[config.mk]
export PLATFORM = sky130hd
export DESIGN_NAME = pfd_lockdet
export DESIGN_NICKNAME = d
export VERILOG_FILES = /design/src/rtl/pfd_pkg.sv /design/src/rtl/pfd_flag_core.sv /design/src/rtl/pfd_lock_mon.sv /design/src/rtl/pfd_out_stage.sv /design/src/rtl/pfd_lockdet.sv
export SDC_FILE = /design/constraint.sdc
export NUM_CORES = 1
export LEC_CHECK = 0
export ABC_AREA = 0
export CORE_AREA = 2 2 39 41
export CTS_BUF_LIST = sky130_fd_sc_hd__clkbuf_8
export DETAILED_ROUTE_END_ITERATION = 12
export DIE_AREA = 0 0 41 43
export PLACE_DENSITY_LB_ADDON = 0.1
export REMOVE_ABC_BUFFERS = 1
export SLEW_MARGIN = 20
export SYNTH_ARGS = -nofsm -noshare
export SYNTH_HDL_FRONTEND = slang
export SYNTH_SLANG_ARGS = --single-unit
export TNS_END_PERCENT = 10
[constraint.sdc]
create_clock -name clk -period 1.6 [get_ports clk]
set_input_delay 0.4 -clock clk [delete_from_list [all_inputs] [get_ports clk]]
set_output_delay 0.4 -clock clk [all_outputs]
set_load 0.02 [all_outputs]
[src/rtl/pfd_pkg.sv]
package pfd_pkg;

  typedef struct packed {
    logic ref_set;
    logic fb_set;
  } pfd_flags_t;

  function automatic logic flags_solo(input pfd_flags_t f);
    return f.ref_set ^ f.fb_set;
  endfunction

  function automatic logic flags_both(input pfd_flags_t f);
    return f.ref_set & f.fb_set;
  endfunction

endpackage

[src/rtl/pfd_flag_core.sv]
module pfd_flag_core
  import pfd_pkg::*;
#(
  parameter int MIN_ON = 2
) (
  input  logic       clk,
  input  logic       rst_n,
  input  logic       ref_evt,
  input  logic       fb_evt,
  output pfd_flags_t flags
);
  localparam int CW = (MIN_ON < 2) ? 1 : $clog2(MIN_ON);

  pfd_flags_t    flags_q, flags_nx;
  logic [CW-1:0] ov_q, ov_nx;
  logic          clr;

  // both flags have been set together for MIN_ON cycles
  always_comb begin
    clr              = flags_both(flags_q) && (ov_q == CW'(MIN_ON - 1));
    flags_nx.ref_set = (flags_q.ref_set & ~clr) | ref_evt;
    flags_nx.fb_set  = (flags_q.fb_set  & ~clr) | fb_evt;
    if (flags_both(flags_q) && !clr) ov_nx = ov_q + 1'b1;
    else                             ov_nx = '0;
  end

  always_ff @(posedge clk or negedge rst_n) begin
    if (!rst_n) begin
      flags_q <= '0;
      ov_q    <= '0;
    end else begin
      flags_q <= flags_nx;
      ov_q    <= ov_nx;
    end
  end

  assign flags = flags_q;
endmodule

[src/rtl/pfd_lock_mon.sv]
module pfd_lock_mon
  import pfd_pkg::*;
#(
  parameter int MIN_ON = 2
) (
  input  logic       clk,
  input  logic       rst_n,
  input  pfd_flags_t flags,
  output logic       lock_ok
);
  localparam int SW = $clog2(MIN_ON + 1);

  logic [SW-1:0] solo_q, solo_nx;
  logic          solo;

  // solo_q counts preceding consecutive solo cycles, saturating at MIN_ON
  always_comb begin
    solo = flags_solo(flags);
    if (!solo)                          solo_nx = '0;
    else if (solo_q == SW'(MIN_ON))     solo_nx = solo_q;
    else                                solo_nx = solo_q + 1'b1;
  end

  always_ff @(posedge clk or negedge rst_n) begin
    if (!rst_n) solo_q <= '0;
    else        solo_q <= solo_nx;
  end

  assign lock_ok = ~(solo && (solo_q == SW'(MIN_ON)));
endmodule

[src/rtl/pfd_out_stage.sv]
module pfd_out_stage
  import pfd_pkg::*;
(
  input  pfd_flags_t flags,
  output logic       phi_ref_n,
  output logic       phi_fb_n,
  output logic       se_drive,
  output logic       se_oe
);
  always_comb begin
    phi_ref_n = ~flags.ref_set;
    phi_fb_n  = ~flags.fb_set;
    se_oe     = flags_solo(flags);
    se_drive  = flags.ref_set & ~flags.fb_set;
  end
endmodule

[src/rtl/pfd_lockdet.sv]
module pfd_lockdet
  import pfd_pkg::*;
#(
  parameter int MIN_ON = 2
) (
  input  logic clk,
  input  logic rst_n,
  input  logic ref_evt,
  input  logic fb_evt,
  output logic phi_ref_n,
  output logic phi_fb_n,
  output logic se_drive,
  output logic se_oe,
  output logic lock_ok
);
  logic [1:0] rst_sync_q;
  logic       rst_int_n;
  pfd_flags_t flags;

  // asynchronous assertion, synchronous release
  always_ff @(posedge clk or negedge rst_n) begin
    if (!rst_n) rst_sync_q <= '0;
    else        rst_sync_q <= {rst_sync_q[0], 1'b1};
  end
  assign rst_int_n = rst_sync_q[1];

  pfd_flag_core #(.MIN_ON(MIN_ON)) u_core (
    .clk     (clk),
    .rst_n   (rst_int_n),
    .ref_evt (ref_evt),
    .fb_evt  (fb_evt),
    .flags   (flags)
  );

  pfd_lock_mon #(.MIN_ON(MIN_ON)) u_lock (
    .clk     (clk),
    .rst_n   (rst_int_n),
    .flags   (flags),
    .lock_ok (lock_ok)
  );

  pfd_out_stage u_out (
    .flags     (flags),
    .phi_ref_n (phi_ref_n),
    .phi_fb_n  (phi_fb_n),
    .se_drive  (se_drive),
    .se_oe     (se_oe)
  );
endmodule

# Word-level counts from Yosys, hierarchy flattened
# Index checks and enable logic that the tools add are counted.
word_totals:
  register_bits: 7
  latch_bits: 0
  ram_bits: 0
  mem_bits_ro: 0
  wordCells: 27
  memories: 0
op_classes:
  add_sub_neg: 2
  multipliers: 0
  n_div: 0
  order_cmp: 0
  eq_ne: 2
  shifts: 0
  n_mux: 3
  bitwise_logic: 11
  n_reduce_logical: 4
ops:
  columns: ["operator", "n"]
  rows:
  - ["1-bit bitwise AND", 4]
  - ["2-bit 2-to-1 mux", 2]
  - ["1-bit inverter", 4]
  - ["1-bit logical AND", 3]
  - ["2-bit by 1-bit adder with 2-bit output, second input constant", 1]
  - ["2-bit equality test, second input constant", 1]
  - ["2-bit inequality test, second input constant", 1]
  - ["1-bit bitwise OR", 2]
  - ["1-bit adder, second input constant", 1]
  - ["1-bit logical NOT", 1]
  - ["1-bit 2-to-1 mux", 1]
  - ["1-bit bitwise XOR", 1]

# Logic depth before layout (Yosys ltp)
# Gate-level depths: netlist of run 1.
logic_depth:
  depth_word: 5
  ltp_mapped: 4
  ltp_nobuf: 4

# Hierarchy
# A second synthesis of run 1 with hierarchy kept.
unflattened:
  cells_unflattened: 27
  area_unflattened_um2: 291.5
modules_own_cells:
  columns: ["module", "n_inst", "cells_each", "area_per_inst_um2", "seq_area_each_um2"]
  rows:
  - ["pfd_lock_mon", 1, 11, 108.9, 50.0]
  - ["pfd_flag_core", 1, 9, 105.1, 75.1]
  - ["pfd_lockdet", 1, 3, 53.8, 50.0]
  - ["pfd_out_stage", 1, 4, 23.8, 0.0]

# Worst setup path after synthesis of run 1
# OpenSTA, ideal clock, no wires.
synth_path:
  kind: "register to output"
  start: "register u_core.flags_q (netlist bit u_core.flags[0])"
  end: "output port lock_ok"
  arrival_time_ns: 1.181
  required_time_ns: 1.200
  path_slack_ns: 0.019
  stages_incl_launch_ff: 5
  path_cell_list: "dfrtp_1 inv_1 ha_1 inv_1 nand2_1"
synth_via:
  elab_chain_len: 3
synth_rtl:
  columns: ["item", "line", "source"]
  rows:
  - ["from (decl)", "pfd_flag_core.sv:14", "pfd_flags_t flags_q, flags_nx;"]
  - ["from (signal assigned)", "pfd_flag_core.sv:32", "flags_q <= flags_nx;"]
  - ["1-bit bitwise XOR", null, null]
  - ["net se_oe", "pfd_lockdet.sv:13", "output logic se_oe,"]
  - ["1-bit logical AND", "pfd_lock_mon.sv:29", "assign lock_ok = ~(solo && (solo_q == SW'(MIN_ON)));"]
  - ["1-bit inverter", "pfd_lock_mon.sv:29", null]
  - ["to (decl)", "pfd_lockdet.sv:14", "output logic lock_ok"]
# The timed path passes the listed nets, and every way through them passes these cells.

# Worst setup path in the final report of run 1
layout_path:
  start: "register u_core.flags_q (netlist bit u_core.flags[1])"
  end: "output port phi_ref_n"
layout_via:
  elab_chain_len: 1
layout_rtl:
  columns: ["item", "line", "source"]
  rows:
  - ["1-bit inverter", "pfd_out_stage.sv:11", "phi_ref_n = ~flags.ref_set;"]
  - ["to (decl)", "pfd_lockdet.sv:10", "output logic phi_ref_n,"]
# Every way passes these cells.

==> results.sh, run 1 <==
export IMPL_area_growth_pct=64.4
export IMPL_netSwitchingPower_uw=335
export IMPL_dp_hpwl_um=372
export IMPL_hold_violations=0
export IMPL_crit_arrival_ns=1.14
export IMPL_hp_class="flip-flop to asynchronous set/reset pin"
export IMPL_synthesis_instances=25
export IMPL_setup_tns_ns=0
export IMPL_finalNetCount=50
export IMPL_grt_pass1_vias=192
export IMPL_maxSlewViolCount=0
export IMPL_fmax_mhz=648
export IMPL_endpoint_kind="output pin"
export IMPL_wl_um=532
export IMPL_path_cells="buf_4 -> inv_1 -> dlygate4sd2_1"
export IMPL_fp_dieW_um=41
export IMPL_pwr_share_clk_pct=25.2
export IMPL_cts_hold_buffers=0
export IMPL_switching_share_pct=34.9
export IMPL_cts_root_buffer="clkbuf_8"
export IMPL_cts_buffers=3
export IMPL_power_leakage_uw=0.000252
export IMPL_io_pins=9
export IMPL_ir_worst_vdd_v=0.000576
export IMPL_skew_ns=0.00338
export IMPL_clock_sinks=7
export IMPL_setup_viol_count_final=0
export IMPL_io_buffers=8
export IMPL_dr_pass1_iters=1
export IMPL_clockBufferDepth=2
export IMPL_chipHeight_um=43
export IMPL_vias=206
export IMPL_diodes=0
export IMPL_whs_ns=0.0785
export IMPL_drive_above_1_share_pct=31.0
export IMPL_r2r_cells=5
export IMPL_vias_per_cell=3.55
export IMPL_cp_required_ns=1.20
export IMPL_status="finished, final reports clean"
export IMPL_ant_nets=0
export IMPL_cts_clk_slew_worst_paths_ns=0.04
export IMPL_p_int_uw=626
export IMPL_ys_ff_latch=7
export IMPL_r2r_start="u_lock.solo_q[0]"
export IMPL_core_mm2=0.00138
export IMPL_clk_insertion_delay_late_ns=0.23
export IMPL_drt_iter0_markers=0
export IMPL_grt_use_total_pct=7.30
export IMPL_grt_max_degree=6
export IMPL_wl_per_cell_um=9.17
export IMPL_h_tree_depth=1
export IMPL_synthTopCellsByArea="dfrtp_1, ha_1, a21o_1"
export IMPL_synth_top_area_share_pct=60.1
export IMPL_slowest_delay_ns=0.40
export IMPL_antenna_found_initial=0
export IMPL_start_util_pct=21.1
export IMPL_maxCapViolCount=0
export IMPL_cp_slowest_cell="dfrtp_1"
export IMPL_synth_cell_area_um2=292
export IMPL_ys_seq_area_share_pct=60.1
export IMPL_gr_total_overflow=0
export IMPL_min_period_over_period_pct=96.4
export IMPL_seq_power_share_pct=28.3
export IMPL_syn_mean_instance_area_um2=11.7
export IMPL_ys_types=11
export IMPL_finalCriticalPeriod_ns=1.54
export IMPL_pwr_share_comb_pct=46.5
export IMPL_r2r_slack_ns=0.45
export IMPL_crit_fanout=3
export IMPL_rr_endpoint="u_lock.solo_q[1]"
export IMPL_num_rows=14
export IMPL_gp_congestion=0.576
export IMPL_path_class="flip-flop to output pin"
export IMPL_fp_dieArea_mm2=0.00176
export IMPL_drc_errors=0
export IMPL_synth_area_leader_cell="dfrtp_1"
export IMPL_power_density_mw_per_mm2=2010
export IMPL_post_cts_buffers=0
export IMPL_grt_pass1_wl_um=765
export IMPL_cp_start_kind="flip-flop"
export IMPL_yosys_warnings=0
export IMPL_tritoncts="built"
metal layers:
layer,GRT usage (%),wire length (um),vias up
li1,-,-,108
met1,7.64,234,91
met2,8.75,268,7
met3,4.71,28,0
met4,8.00,0,0
met5,0,0,-
logic make-up (layout without fill, tap and decap cells):
logic type	count (synthesis)	count (layout)	synth area share [%]
other cells	1	1	1.29
flops	7	7	60.1
xor+xnor	1	1	3.00
compound gates	3	3	8.15
simple gates	6	6	9.44
fa+ha+maj	3	3	12.9
buf+inv	4	21	5.15
cell type report:
class	count	area, um2
flip-flops and latches	7	175
fillers	140	905
clock inverters	1	3.75
well taps	16	20.0
multi-input cells	14	114
inverters	4	15.0
repair buffers	13	110
clock buffers	3	41.3
through the flow:
| stage | utilization, % | instances | area [um2] | worst slack (ns) | total power, uW |
|---|---|---|---|---|---|
| 3_5_place_dp | 31.0 | 54 | 429 | -0.169 | 732 |
| 4_1_cts | 33.3 | 58 | 460 | 0.0105 | 943 |
| 5_1_grt | 34.6 | 58 | 479 | -0.00122 | 1040 |
| 6_report | 34.6 | 58 | 479 | 0.0568 | 961 |
| 3_3_place_gp | 31.0 | 54 | 429 | -0.153 | 721 |
| 2_1_floorplan | - | 25 | 292 | 0.0187 | 511 |
power groups by stage:
stage               clock network [uW]  logic [uW]  registers, uW
CTS                                255         423            265
detailed placement                   0         465            267
global route                       263         498            277
finish                             243         447            272
global placement                     0         456            265
floorplan                            0         242            269
state kept, by name, indices dropped and copies added, names as in the netlist:
signal	count
u_lock.solo_q	2
u_core.flags	2
rst_sync_q	2
u_core.ov_q	1
layout by cell type, fill, tap and decap left out, drive strengths merged:
cell,synthesis,final
clkbuf,0,3
dlygate4sd2,0,3
ha,3,3
nor2b,1,1
xor2,1,1
inv,4,5
buf,0,7
a21oi,1,1
dfrtp,7,7
or2,1,1
nand2,3,3
nor2,1,1
a21o,2,2
conb,1,1
clkdlybuf4s50,0,3
cells in the mapped netlist:
master / n
dfrtp_1: 7
inv_1: 4
ha_1: 3
nand2_1: 3
a21o_1: 2
a21oi_2: 1
conb_1: 1
nor2_1: 1
nor2b_1: 1
or2_1: 1
xor2_1: 1
timing repair:
item | in CTS | in global routing
endpoints found under the setup margin | 5 | 3
pin swaps | 1 | 1
resized for setup | 11 | 4
gates cloned | 0 | 0
how the worst max path moves through the flow:
stage | from | to | slack, ns | depth (start not counted)
2_1_floorplan | u_core.flags[0] | lock_ok | 0.02 | 4
3_3_place_gp | u_core.flags[0] | lock_ok | -0.15 | 5
3_5_place_dp | u_core.flags[0] | lock_ok | -0.17 | 5
4_1_cts | u_core.flags[0] | lock_ok | 0.01 | 5
5_1_grt | u_core.flags[0] | lock_ok | -0.001 | 5
6_report | u_core.flags[1] | phi_ref_n | 0.06 | 3
worst max-delay path, delay by kind of cell, from the launching register on:
family | cells | cell delay [ns]
flops | 1 | 0.40
buf+inv | 3 | 0.52
(Power assumes the default switching activity.)
==> inputs of run 2 (changes only) <==
Settings changed: HOLD_SLACK_MARGIN set to 0.03.
==> results of run 2 <==
Same layout as run 1: the final DEF is identical, and so are final timing and power.
